[src/rtl/p5_pkg.sv]
// Package: shared opcode encoding and instruction field positions.
// Assumes a fixed 32-bit instruction word.
package p5_pkg;
    localparam int INSTR_W = 32;
    localparam int OP_LSB  = 28;
    localparam int FA_LSB  = 24;
    localparam int FB_LSB  = 20;
    localparam int IMM_W   = 16;

    typedef enum logic [3:0] {
        OP_NOP  = 4'd0,
        OP_LW   = 4'd1,
        OP_SW   = 4'd2,
        OP_LWIM = 4'd3,
        OP_BEQ  = 4'd4,
        OP_JMP  = 4'd5
    } opcode_e;
endpackage

[src/rtl/p5_fetch.sv]
// Module: program counter for the fetch stage.
// Assumes the redirect comes from decode and is already final in this cycle.
module p5_fetch #(
    parameter int IADDR_W = 8
) (
    input  logic               clk,
    input  logic               rst_n,
    input  logic               redirect,
    input  logic [IADDR_W-1:0] target,
    output logic [IADDR_W-1:0] pc
);
    // Advance by one, or jump to the decoded target.
    always_ff @(posedge clk) begin
        if (!rst_n)        pc <= '0;
        else if (redirect) pc <= target;
        else               pc <= pc + 1'b1;
    end
endmodule

[src/rtl/p5_regfile.sv]
// Module: register file with two decode read ports and one debug read port.
// Writes land on the falling edge so decode sees them in the same cycle.
// Index 0 is hard-wired to zero.
module p5_regfile #(
    parameter int DATA_W = 16,
    parameter int REG_AW = 3
) (
    input  logic              clk,
    input  logic              rst_n,
    input  logic              we,
    input  logic [REG_AW-1:0] waddr,
    input  logic [DATA_W-1:0] wdata,
    input  logic [REG_AW-1:0] ra1,
    output logic [DATA_W-1:0] rd1,
    input  logic [REG_AW-1:0] ra2,
    output logic [DATA_W-1:0] rd2,
    input  logic [REG_AW-1:0] ra3,
    output logic [DATA_W-1:0] rd3
);
    localparam int NREGS = 1 << REG_AW;

    logic [DATA_W-1:0] regs [NREGS];

    // Falling-edge write; clear all on reset; ignore index 0.
    always_ff @(negedge clk) begin
        if (!rst_n) begin
            for (int i = 0; i < NREGS; i++) regs[i] <= '0;
        end else if (we && (waddr != '0)) begin
            regs[waddr] <= wdata;
        end
    end

    // Combinational reads, index 0 forced to zero.
    always_comb begin
        rd1 = (ra1 == '0) ? '0 : regs[ra1];
        rd2 = (ra2 == '0) ? '0 : regs[ra2];
        rd3 = (ra3 == '0) ? '0 : regs[ra3];
    end
endmodule

[src/rtl/p5_decode.sv]
// Module: instruction decode and branch resolution.
// Assumes operand values are already read from the register file. Unknown
// opcodes are turned into nops.
module p5_decode
    import p5_pkg::*;
#(
    parameter int DATA_W  = 16,
    parameter int REG_AW  = 3,
    parameter int IADDR_W = 8
) (
    input  logic [INSTR_W-1:0] instr,
    input  logic [DATA_W-1:0]  val_a,
    input  logic [DATA_W-1:0]  val_b,
    output opcode_e            op,
    output logic [REG_AW-1:0]  fa,
    output logic [REG_AW-1:0]  fb,
    output logic [DATA_W-1:0]  imm,
    output logic               redirect,
    output logic [IADDR_W-1:0] target
);
    logic unused_instr;
    assign unused_instr = ^instr;

    // Field extraction and opcode legalisation.
    always_comb begin
        case (instr[OP_LSB +: 4])
            4'd1:    op = OP_LW;
            4'd2:    op = OP_SW;
            4'd3:    op = OP_LWIM;
            4'd4:    op = OP_BEQ;
            4'd5:    op = OP_JMP;
            default: op = OP_NOP;
        endcase
        fa     = instr[FA_LSB +: REG_AW];
        fb     = instr[FB_LSB +: REG_AW];
        imm    = DATA_W'(instr[IMM_W-1:0]);
        target = instr[IADDR_W-1:0];
    end

    // Branch outcome: taken on equal operands or unconditional jump.
    always_comb begin
        redirect = (op == OP_JMP) || ((op == OP_BEQ) && (val_a == val_b));
    end
endmodule

[src/rtl/pipe5_core.sv]
// Module: five-stage in-order core (fetch, decode, execute, memory, write-back).
// Assumes hazard-free software: no stalls or forwarding exist; branches have
// one delay slot; memories are external and read combinationally.
module pipe5_core
    import p5_pkg::*;
#(
    parameter int DATA_W  = 16,
    parameter int REG_AW  = 3,
    parameter int IADDR_W = 8,
    parameter int DADDR_W = 8
) (
    input  logic               clk,
    input  logic               rst_n,
    output logic [IADDR_W-1:0] imem_addr,
    input  logic [INSTR_W-1:0] imem_rdata,
    output logic [DADDR_W-1:0] dmem_addr,
    output logic [DATA_W-1:0]  dmem_wdata,
    output logic               dmem_we,
    input  logic [DATA_W-1:0]  dmem_rdata,
    output logic [IADDR_W-1:0] dbg_pc,
    input  logic [REG_AW-1:0]  dbg_reg_sel,
    output logic [DATA_W-1:0]  dbg_reg_data
);
    logic [IADDR_W-1:0] pc;
    logic               redirect;
    logic [IADDR_W-1:0] br_target;

    logic [INSTR_W-1:0] id_instr;
    opcode_e            id_op;
    logic [REG_AW-1:0]  id_fa, id_fb;
    logic [DATA_W-1:0]  id_imm, id_va, id_vb;

    opcode_e            ex_op;
    logic [REG_AW-1:0]  ex_rd;
    logic [DATA_W-1:0]  ex_sval, ex_base, ex_imm;

    opcode_e            mm_op;
    logic [REG_AW-1:0]  mm_rd;
    logic [DATA_W-1:0]  mm_addr, mm_val;

    logic               wb_we;
    logic [REG_AW-1:0]  wb_rd;
    logic [DATA_W-1:0]  wb_val;

    logic unused_addr;
    assign unused_addr = ^mm_addr;

    p5_fetch #(.IADDR_W(IADDR_W)) u_fetch (
        .clk(clk), .rst_n(rst_n), .redirect(redirect),
        .target(br_target), .pc(pc)
    );

    // Fetch -> decode register.
    always_ff @(posedge clk) begin
        if (!rst_n) id_instr <= '0;
        else        id_instr <= imem_rdata;
    end

    p5_decode #(.DATA_W(DATA_W), .REG_AW(REG_AW), .IADDR_W(IADDR_W)) u_dec (
        .instr(id_instr), .val_a(id_va), .val_b(id_vb), .op(id_op),
        .fa(id_fa), .fb(id_fb), .imm(id_imm),
        .redirect(redirect), .target(br_target)
    );

    p5_regfile #(.DATA_W(DATA_W), .REG_AW(REG_AW)) u_rf (
        .clk(clk), .rst_n(rst_n), .we(wb_we), .waddr(wb_rd), .wdata(wb_val),
        .ra1(id_fa), .rd1(id_va), .ra2(id_fb), .rd2(id_vb),
        .ra3(dbg_reg_sel), .rd3(dbg_reg_data)
    );

    // Decode -> execute register.
    always_ff @(posedge clk) begin
        if (!rst_n) begin
            ex_op <= OP_NOP; ex_rd <= '0; ex_sval <= '0; ex_base <= '0; ex_imm <= '0;
        end else begin
            ex_op <= id_op; ex_rd <= id_fa; ex_sval <= id_va; ex_base <= id_vb; ex_imm <= id_imm;
        end
    end

    // Execute -> memory register: address add, or carry the immediate.
    always_ff @(posedge clk) begin
        if (!rst_n) begin
            mm_op <= OP_NOP; mm_rd <= '0; mm_addr <= '0; mm_val <= '0;
        end else begin
            mm_op   <= ex_op;
            mm_rd   <= ex_rd;
            mm_addr <= ex_base + ex_imm;
            mm_val  <= (ex_op == OP_LWIM) ? ex_imm : ex_sval;
        end
    end

    // Data port driven from the memory stage.
    always_comb begin
        dmem_addr  = mm_addr[DADDR_W-1:0];
        dmem_wdata = mm_val;
        dmem_we    = (mm_op == OP_SW);
    end

    // Memory -> write-back register: choose load data or immediate.
    always_ff @(posedge clk) begin
        if (!rst_n) begin
            wb_we <= 1'b0; wb_rd <= '0; wb_val <= '0;
        end else begin
            wb_we  <= (mm_op == OP_LW) || (mm_op == OP_LWIM);
            wb_rd  <= mm_rd;
            wb_val <= (mm_op == OP_LW) ? dmem_rdata : mm_val;
        end
    end

    assign imem_addr = pc;
    assign dbg_pc    = pc;
endmodule

[config.mk]
export PLATFORM = sky130hd
export DESIGN_NAME = pipe5_core
export DESIGN_NICKNAME = d
export VERILOG_FILES = /design/src/rtl/p5_pkg.sv /design/src/rtl/p5_fetch.sv /design/src/rtl/p5_regfile.sv /design/src/rtl/p5_decode.sv /design/src/rtl/pipe5_core.sv
export SDC_FILE = /design/constraint.sdc
export NUM_CORES = 1
export LEC_CHECK = 0
export ABC_AREA = 1
export BUFFER_PORTS_ARGS = -buffer_cell sky130_fd_sc_hd__buf_2
export CORE_MARGIN = 10
export CORE_UTILIZATION = 55
export CTS_CLUSTER_DIAMETER = 80
export DETAILED_ROUTE_END_ITERATION = 12
export GPL_TIMING_DRIVEN = 0
export PLACE_DENSITY = 0.73
export SLEW_MARGIN = 20
export SYNTH_ARGS = -nofsm -noshare
export SYNTH_HDL_FRONTEND = slang
export SYNTH_SLANG_ARGS = --single-unit
export TNS_END_PERCENT = 50
[constraint.sdc]
create_clock -name clk -period 5.8 [get_ports clk]
set_clock_uncertainty 0.05 [all_clocks]
set_input_delay 1.16 -clock clk [delete_from_list [all_inputs] [get_ports clk]]
set_output_delay 1.16 -clock clk [all_outputs]
set_load 0.01 [all_outputs]
==> results_dict.tcl, run 1 <==
set metrics [dict create \
    syn-cell-area_sq_um 13200 \
    remaining_drc_errors 1 \
    p_sw_share_pct 29.7 \
    antenna_found_initial 0 \
    routedWlPerCell_um 20.3 \
    synth-simple-area-share_pct 26.6 \
    synth_top_family_by_area "simple AND/OR/NAND/NOR gates" \
    grt_max_degree 26 \
    synth.largest_area_cell "edfxtp_1" \
    hp-class "flop to flop" \
    r2r_end "u_rf.regs[2][9]$_SDFFCE_NN0P_" \
    internal_power_w 0.00354 \
    grt_use_met1_pct 38.0 \
    root_buffer "clkbuf_16" \
    multi_input_area_sq_um 5490 \
    antenna_cells 0 \
    clkPwrFrac_pct 46.1 \
    critPathArrivalTime_ps 4720 \
    async_flop_share_pct 0 \
    power_switching_w 0.00149 \
    place_hpwl_um 36100 \
    cp.required_ps 4590 \
    antenna_left 0 \
    yosysUniqueCellTypes 37 \
    first_pass_iters 10 \
    status "finished with violations" \
    comb_power_share_pct 13.3 \
    peakVddDrop_uv 322 \
    synthTopCellsByArea "edfxtp_1 29%, dfxtp_1 20%, nand2_1 11%" \
    viasPerCell 5.64 \
    power.leakage_nw 7.91 \
    violations "design-rule violations, negative setup slack" \
    reg2reg_depth 7 \
    cts_buffers 29 \
    drv_slew 0 \
    fin_tns_setup_ps -1090 \
    crit_path_start_kind "flop" \
    cellPowerDensity_nw_per_um2 315 \
    hold_viol 0 \
    first_global_vias 13300 \
    place_congestion 1.03 \
    placementRows 56 \
    pin_count 110 \
    ys_seq_elements 258 \
    setup_ws_ps -128 \
    cts_tree "done" \
    initial_utilization_pct 56.2 \
    cap_violations 0 \
    synthFlopType "dfxtp_1" \
    tightest_slew_ps 1080 \
    grt_usage_pct 30.8 \
    synth-seq-area-share_pct 48.7 \
    hold_start "id_instr[10]$_SDFF_PN0_" \
    final-seq-area_sq_um 6450 \
    cp_max_fo 2 \
    clkTransAtPathRegs_ps 60 \
    synth_most_common_cell "nand2_1" \
    startpoint "u_rf.regs[6][11]$_SDFFCE_NN0P_" \
    yosysTopAreaCellShare_pct 29.0 \
    rr_startpoint "wb_rd[2]$_SDFF_PN0_" \
    rsz0062_at_grt "true" \
    rrSetupSlack_ps 140 \
    layout-drive-gt1-share_pct 14.1 \
    critPathKind "flop to primary output" \
    grt-busiest-layer "met2" \
    die_x_um 175 \
    placed_cells 2196 \
    utilization_pct 67.8 \
    drtIter0Drc 1641 \
    clk_latency_ps 610 \
    cts.sinks 258 \
    synth_xor_area_share_pct 0.397 \
    syn2layout_area_growth_pct 20.6 \
    port_buffers 101 \
    holdWs_ps 363 \
    synth-edff-count 128 \
    yosysWarnings 0 \
    grt_pass1_wl_um 73000 \
    finalWirelength_um 48300 \
    die_h_um 175 \
    fillers 2043 \
    cp-end-kind "primary output" \
    synth-adder-area-share_pct 0.908 \
    final_cells 2378 \
    vias 13400 \
    cts_buffer_depth 3 \
    muxShareOfSynthArea_pct 0 \
    synth_compound_area_share_pct 11.6 \
    avgSynthCellArea_sq_um 7.51 \
    die-area_sq_um 30700 \
    worstSetupEndpoint "dbg_reg_data[11]" \
    seqPwrFrac_pct 40.6 \
    htreeDepth 1 \
    setup-violations-final 16 \
    power_w 0.00503 \
    use_met3_pct 8.30 \
    core_sq_um 23500 \
    ctsHoldBuffers 0 \
    grt.met2_usage_pct 47.8 \
    overflow 0 \
    relSlewSlack_pct 28.0 \
    synth_commonest_cells "395 x nand2_1, 241 x inv_1, 233 x nor2_1" \
    fin_nets 2100 \
    syn_inst 1761 \
]
[worst max-delay path, cell delays in order (launching register included)]
cell,delay [ps]
edfxtp_1,360
inv_1,70
a21oi_1,120
o21ai_1,90
nand3_1,130
nand2_2,80
a31oi_1,200
buf_2,170
[layout make-up]
cell class	instances	share of cell area, %
tap	319	2.50
clock inverter	141	4.04
inverter	250	5.89
multi-input combinational	1153	34.4
sequential	258	40.4
timing repair buffer	104	3.54
clock buffer	39	5.38
buffer	114	3.88
[state kept, by name, summed over array words and instances (netlist names), 8 cells and up]
signal / cells
ex_sval: 16
mm_addr: 8
ex_base: 8
dmem_wdata: 16
u_rf.regs: 128
id_instr: 26
u_fetch.pc: 8
ex_imm: 16
wb_val: 16
[cell families (layout without fill, tap and decap cells)]
group                    after synthesis  in the layout
AND/OR/NAND/NOR                      852            852
AO/OA/AOI/OAI                        270            270
XOR/XNOR                               6              6
buffers and inverters                365            648
adder cells (fa/ha/maj)                9              9
flip-flops                           258            258
other                                  1             16
[what timing repair did]
item / in CTS / in global routing
endpoints found under the setup margin: 128 / 128
resized for setup: 55 / 38
buffers inserted: 0 / 3
pin swaps: 2 / 5
[through the flow]
| step | cell area (sq um) | setup slack (ps) |
|---|---|---|
| 2_1_floorplan | 13300 | 179 |
| 3_3_place_gp | 14200 | -1240 |
| 3_5_place_dp | 14200 | -1210 |
| 4_1_cts | 15800 | -189 |
| 5_1_grt | 16000 | -179 |
| 6_report | 16000 | -128 |
[per-layer routing]
metal | up-vias | part of all wire, %
li1 | 6200 | -
met1 | 6150 | 39
met2 | 879 | 44
met3 | 185 | 11
met4 | 0 | 5.9
met5 | - | 0
[layout by cell type (no fill, tap or decap), types with 7 or more instances in the layout]
cell and count:
nand2_1 379, inv_1 356, nor2_1 233, nand3_1 207, buf_2 130, dfxtp_1 130
edfxtp_1 128, a21oi_1 85, o21ai_0 83, clkbuf_1 52, clkbuf_16 33, o21ai_1 30
o211ai_1 28, inv_2 21, buf_6 19, nand2_2 18, conb_1 16, buf_4 15
a21oi_2 14, o211ai_2 10, ha_1 8, a31oi_1 7
[power groups by stage]
| stage | Sequential, W | Clock [W] | Combinational [W] |
|---|---|---|---|
| 2_1_floorplan | 0.00206 | 0.000132 | 0.000393 |
| 3_3_place_gp | 0.00207 | 0.000132 | 0.000603 |
| 3_5_place_dp | 0.00207 | 0.000132 | 0.000613 |
| 4_1_cts | 0.00204 | 0.00232 | 0.000634 |
| 5_1_grt | 0.00205 | 0.00247 | 0.000724 |
| 6_report | 0.00204 | 0.00232 | 0.000667 |
[how the worst min path moves through the flow]
stage / depth (start not counted) / slack [ps] / end
after CTS: 2 / 360 / ex_imm[13]$_SDFF_PN0_
after detailed placement: 2 / 350 / ex_imm[13]$_SDFF_PN0_
after floorplan: 2 / 340 / ex_imm[10]$_SDFF_PN0_
after global routing: 2 / 380 / ex_imm[10]$_SDFF_PN0_
final: 2 / 360 / ex_imm[10]$_SDFF_PN0_
after global placement: 2 / 340 / ex_imm[10]$_SDFF_PN0_
No activity file was read; power rests on OpenSTA's default activity.
==> run 2, diff against run 1 <==
--- a/config.mk
+++ b/config.mk
@@ -7,12 +7,13 @@
 export LEC_CHECK = 0
 export ABC_AREA = 1
 export BUFFER_PORTS_ARGS = -buffer_cell sky130_fd_sc_hd__buf_2
+export CORE_ASPECT_RATIO = 1.25
 export CORE_MARGIN = 10
-export CORE_UTILIZATION = 55
+export CORE_UTILIZATION = 35
 export CTS_CLUSTER_DIAMETER = 80
 export DETAILED_ROUTE_END_ITERATION = 12
 export GPL_TIMING_DRIVEN = 0
-export PLACE_DENSITY = 0.73
+export PLACE_DENSITY = 0.5
 export SLEW_MARGIN = 20
 export SYNTH_ARGS = -nofsm -noshare
 export SYNTH_HDL_FRONTEND = slang
==> run 2 against run 1 <==
Critical path depth stayed put. The run ends with negative setup slack left. First-iteration DRC count is 8.9% lower. Routed wire length is 14% higher. Sequential share of layout area is 0.40 points lower. Global-route usage is 7.7 points lower. Design area is 1.0% higher. Clock power is 2% lower. Highest routed layer unchanged.
==> results_dict.tcl, run 2 (same netlist as run 1, synthesis figures left out) <==
set metrics [dict create \
    status "finished with violations" \
    violations "negative setup slack" \
    grt_max_degree 17 \
    post_dp_cell_area_sq_um 14400 \
    remaining_drc_errors 0 \
    reg_top3 "u_rf.regs: 128 flops, id_instr: 26 flops" \
    relSlewSlack_pct 41.3 \
    htreeDepth 1 \
    initial_utilization_pct 35.5 \
    place_hpwl_um 42000 \
    fillers 3862 \
    seqPwrFrac_pct 40.9 \
    critPathKind "flop to primary output" \
    drv_slew 0 \
    cts_buffer_depth 3 \
    clk_latency_ps 630 \
    mostFrequentLayoutCells "384 x nand2_1, 352 x inv_1, 233 x nor2_1" \
    root_buffer "clkbuf_16" \
    grt_usage_pct 23.1 \
    place_congestion 0.981 \
    rsz0062_at_grt "true" \
    viasPerCell 5.09 \
    critPathArrivalTime_ps 4760 \
    setup-violations-final 16 \
    layout-drive-gt1-share_pct 14.5 \
    layout_commonest_cell "nand2_1" \
    grt_pass1_wl_um 81500 \
    vias 13000 \
    pin_count 110 \
    clkPwrFrac_pct 45.3 \
    clkTransAtPathRegs_ps 60 \
    antenna_found_initial 0 \
    first_pass_iters 6 \
    fin_area_sq_um 16100 \
    crit_path_start_kind "flop" \
    cts_tree "done" \
    p_sw_share_pct 32.0 \
    final_cells 2549 \
    comb_power_share_pct 13.8 \
    die_h_um 237 \
    cp-end-kind "primary output" \
    cp.required_ps 4590 \
    ctsHoldBuffers 0 \
    internal_power_w 0.00340 \
    routedWlPerCell_um 21.5 \
    die-area_sq_um 46000 \
    cts.sinks 258 \
    die_x_um 194 \
    largest_reg_flops 128 \
    tightest_slew_ps 880 \
    overflow 0 \
    core_sq_um 37300 \
    syn2layout_area_growth_pct 21.8 \
    cellPowerDensity_nw_per_um2 310 \
    fin_nets 2100 \
    cap_violations 0 \
    hold_viol 0 \
    hp-class "flop to flop" \
    holdWs_ps 359 \
    finalWirelength_um 54900 \
    drtIter0Drc 1495 \
    utilization_pct 43.3 \
    antenna_left 0 \
    cts_buffers 30 \
    placementRows 79 \
    port_buffers 101 \
    peakVddDrop_uv 195 \
    cp_max_fo 3 \
    power.leakage_nw 7.89 \
    placed_cells 2364 \
    preCtsSetupSlack_ps -1660 \
    power_switching_w 0.00160 \
    largest_register "u_rf.regs" \
    setup_ws_ps -170 \
    first_global_vias 12900 \
]
==> run 2: final cells by class <==
cell class                      count  area, sq um  share of cell area [%]
Clock buffer                       35          832                    5.16
Clock inverter                    149          641                    3.97
Inverter                          250          941                    5.84
Antenna cell                        1         2.50                  0.0155
Buffer                            114          621                    3.85
Sequential cell                   258         6450                    40.0
Timing Repair Buffer              103          572                    3.55
Tap cell                          486          608                    3.77
Multi-Input combinational cell   1153         5460                    33.9
==> run 2: metal layers <==
| layer | wire [um] | vias to the layer above | GRT usage (%) |
|---|---|---|---|
| li1 | - | 6200 | - |
| met1 | 22400 | 5953 | 27.9 |
| met2 | 25700 | 640 | 38.4 |
| met3 | 3980 | 178 | 4.60 |
| met4 | 2800 | 0 | 12.0 |
| met5 | 0 | - | 0 |
==> run 2: path summary, 6_finish.rpt <==
kind / startpoint / to / slack, ps / depth (start not counted)
max: u_rf.regs[6][12]$_SDFFCE_NN0P_ / dbg_reg_data[12] / -170 / 7
min: id_instr[9]$_SDFF_PN0_ / ex_imm[9]$_SDFF_PN0_ / 360 / 2
max reg2reg: wb_rd[2]$_SDFF_PN0_ / u_rf.regs[2][10]$_SDFFCE_NN0P_ / 220 / 7
min reg2reg: id_instr[9]$_SDFF_PN0_ / ex_imm[9]$_SDFF_PN0_ / 360 / 2
==> run 2: worst max-delay path, stage by stage, from the launching register on <==
cell and delay, ps:
edfxtp_1 330, inv_1 100, a21oi_1 130, o21ai_0 100, nand3_1 110, nand2_1 110
a31oi_4 230, buf_6 130
==> run 2: metrics by stage <==
stage / setup TNS, ps / total power (W)
detailed placement: -172100 / 0.00286
global placement: -183520 / 0.00286
CTS: -1980 / 0.00505
finish: -1880 / 0.00501
floorplan: 0 / 0.00259
global route: -3400 / 0.00529
==> run 2: what timing repair did <==
action                                  CTS  global route
pin swaps                                 8             7
endpoints found under the hold margin     0             0
gates resized for setup                  64            26
endpoints found under the setup margin  128            28
setup buffers                             1             0
==> run 2: power groups by stage <==
stage | Sequential [W] | Combinational, W | Clock [W]
5_1_grt | 0.00205 | 0.000752 | 0.00249
3_3_place_gp | 0.00208 | 0.000649 | 0.000132
6_report | 0.00205 | 0.000689 | 0.00227
3_5_place_dp | 0.00208 | 0.000653 | 0.000132
2_1_floorplan | 0.00206 | 0.000393 | 0.000132
4_1_cts | 0.00205 | 0.000674 | 0.00233
==> run 3, diff against run 2 <==
--- a/config.mk
+++ b/config.mk
@@ -6,7 +6,7 @@
 export NUM_CORES = 1
 export LEC_CHECK = 0
 export ABC_AREA = 1
-export BUFFER_PORTS_ARGS = -buffer_cell sky130_fd_sc_hd__buf_2
+export BUFFER_PORTS_ARGS = -buffer_cell sky130_fd_sc_hd__buf_4
 export CORE_ASPECT_RATIO = 1.25
 export CORE_MARGIN = 10
 export CORE_UTILIZATION = 35
==> constraint.sdc (replaced) <==
create_clock -name clk -period 6.15 [get_ports clk]
set_clock_uncertainty 0.05 [all_clocks]
set_input_delay 0.9225 -clock clk [delete_from_list [all_inputs] [get_ports clk]]
set_output_delay 0.9225 -clock clk [all_outputs]
set_load 0.01 [all_outputs]
==> run 3 against run 2 <==
The run now ends clean. Global-route usage decreased by 0.30 points. Sequential share of layout area decreased by 0.29 points. Clock-buffer cell count decreased by 2. Power decreased by 2.5%. Die area unchanged. Worst hold slack about the same. Utilization increased by 0.32 points. Routed wire length decreased by 0.69%. Flip-flop and latch count unchanged. Combinational power decreased by 6.1%. Non-clock buffer count decreased by 2. Critical endpoint is now dbg_reg_data[2].
==> results_dict.tcl, run 3 (same netlist as run 1, synthesis figures left out) <==
set metrics [dict create \
    status "complete, no violations" \
    critPathArrivalTime_ps 5050 \
    cts_resized 5 \
    grt.met2_usage_pct 38.4 \
    fin_tns_setup_ps 0 \
    seqPwrFrac_pct 39.6 \
    antenna_cells 0 \
    routedWlPerCell_um 21.4 \
    antenna_found_initial 0 \
    internal_power_w 0.00340 \
    initial_utilization_pct 35.5 \
    cap_violations 0 \
    startpoint "u_rf.regs[5][2]$_SDFFCE_NN0P_" \
    use_met3_pct 4.38 \
    cts_buffers 29 \
    cp.required_ps 5180 \
    ctsHoldBuffers 0 \
    overflow 0 \
    clkTransAtPathRegs_ps 70 \
    cts_tree "done" \
    cp-end-kind "primary output" \
    grt_use_met1_pct 27.6 \
    power_switching_w 0.00148 \
    port_buffers 101 \
    pin_count 110 \
    holdWs_ps 359 \
    placementRows 79 \
    die_h_um 237 \
    grt_usage_pct 22.8 \
    clk_latency_ps 620 \
    cts_setup_buffers 0 \
    hold_viol 0 \
    finalWirelength_um 54500 \
    first_global_vias 12900 \
    layout-drive-gt1-share_pct 12.2 \
    fin_nets 2097 \
    core_sq_um 37300 \
    die_x_um 194 \
    drv_slew 0 \
    htreeDepth 1 \
    root_buffer "clkbuf_16" \
    largest_register "u_rf.regs" \
    cp_max_fo 3 \
    rrSetupSlack_ps 530 \
    comb_power_share_pct 13.3 \
    viasPerCell 5.06 \
    setup-violations-final 0 \
    reg_top3 "u_rf.regs: 128 flops, id_instr: 26 flops" \
    first_pass_iters 6 \
    place_hpwl_um 41800 \
    cts_buffer_depth 3 \
    multi_input_area_sq_um 5310 \
    tightest_slew_ps 802 \
    antenna_left 0 \
    setup_ws_ps 132 \
    p_sw_share_pct 30.4 \
    final-seq-area_sq_um 6450 \
    hold_start "mm_rd[1]$_SDFF_PN0_" \
    crit_path_start_kind "flop" \
    die-area_sq_um 46000 \
    relSlewSlack_pct 46.5 \
    fillers 3883 \
    utilization_pct 43.6 \
    clkPwrFrac_pct 47.2 \
    preCtsSetupSlack_ps -1200 \
    drtIter0Drc 1484 \
    syn2layout_area_growth_pct 22.7 \
    post_dp_cell_area_sq_um 14700 \
    critPathKind "flop to primary output" \
    place_congestion 0.960 \
    vias 12900 \
    remaining_drc_errors 0 \
    grt-busiest-layer "met2" \
    mostFrequentLayoutCells "388 x nand2_1, 368 x inv_1, 233 x nor2_1" \
    grt_max_degree 26 \
    cts.sinks 258 \
    power.leakage_nw 7.94 \
    fin_area_sq_um 16200 \
    rsz0062_at_grt "false" \
    grt_pass1_wl_um 80200 \
    cellPowerDensity_nw_per_um2 301 \
    largest_reg_flops 128 \
    hp-class "flop to flop" \
    rr_startpoint "wb_rd[2]$_SDFF_PN0_" \
    layout_commonest_cell "nand2_1" \
    peakVddDrop_uv 177 \
]
[run 3: cell count changes in the layout (fill, tap and decap cells not counted), sizes merged]
cell    delta
diode      -1
bufinv     +5
clkbuf     -2
inv        -2
clkinv     -3
buf        -2
[run 3: final timing paths]
| path | to | depth (start not counted) |
|---|---|---|
| worst max register to register | u_rf.regs[2][9]$_SDFFCE_NN0P_ | 7 |
| worst min register to register | wb_rd[1]$_SDFF_PN0_ | 2 |
| worst min-delay path | wb_rd[1]$_SDFF_PN0_ | 2 |
| worst max-delay path | dbg_reg_data[2] | 7 |
[run 3: layout make-up]
| cell class | instances | area share [%] |
|---|---|---|
| flip-flops and latches | 258 | 39.7 |
| multi-input cells | 1153 | 32.7 |
| inverters | 250 | 5.79 |
| clock buffers | 33 | 4.95 |
| repair buffers | 101 | 4.67 |
| clock inverters | 149 | 4.64 |
| plain buffers | 114 | 3.80 |
| well taps | 486 | 3.74 |
[run 3: through the flow]
step                      std cells  total power [W]
after floorplan                1776          0.00244
after global placement         2363          0.00272
after detailed placement       2363          0.00271
after CTS                      2544          0.00493
after global routing           2544          0.00515
final                          2544          0.00488
[run 3: power groups by stage]
stage	clock network (W)	registers, W	logic (W)
2_1_floorplan	0.000124	0.00195	0.000371
3_3_place_gp	0.000124	0.00196	0.000632
3_5_place_dp	0.000124	0.00196	0.000632
4_1_cts	0.00236	0.00193	0.000637
5_1_grt	0.00250	0.00194	0.000706
6_report	0.00230	0.00193	0.000647
[run 3: critical path, stage by stage, from the launching register on]
cell	delay (ps)
edfxtp_1	330
inv_1	70
a21oi_1	110
o21ai_0	140
nand3_1	140
nand2_1	60
a31oi_1	310
buf_4	200
[run 3: per-layer routing]
layer / vias up / wire length (um)
met2: 619 / 25500
met3: 144 / 3820
li1: 6192 / -
met5: - / 0
met4: 0 / 2460
met1: 5906 / 22600
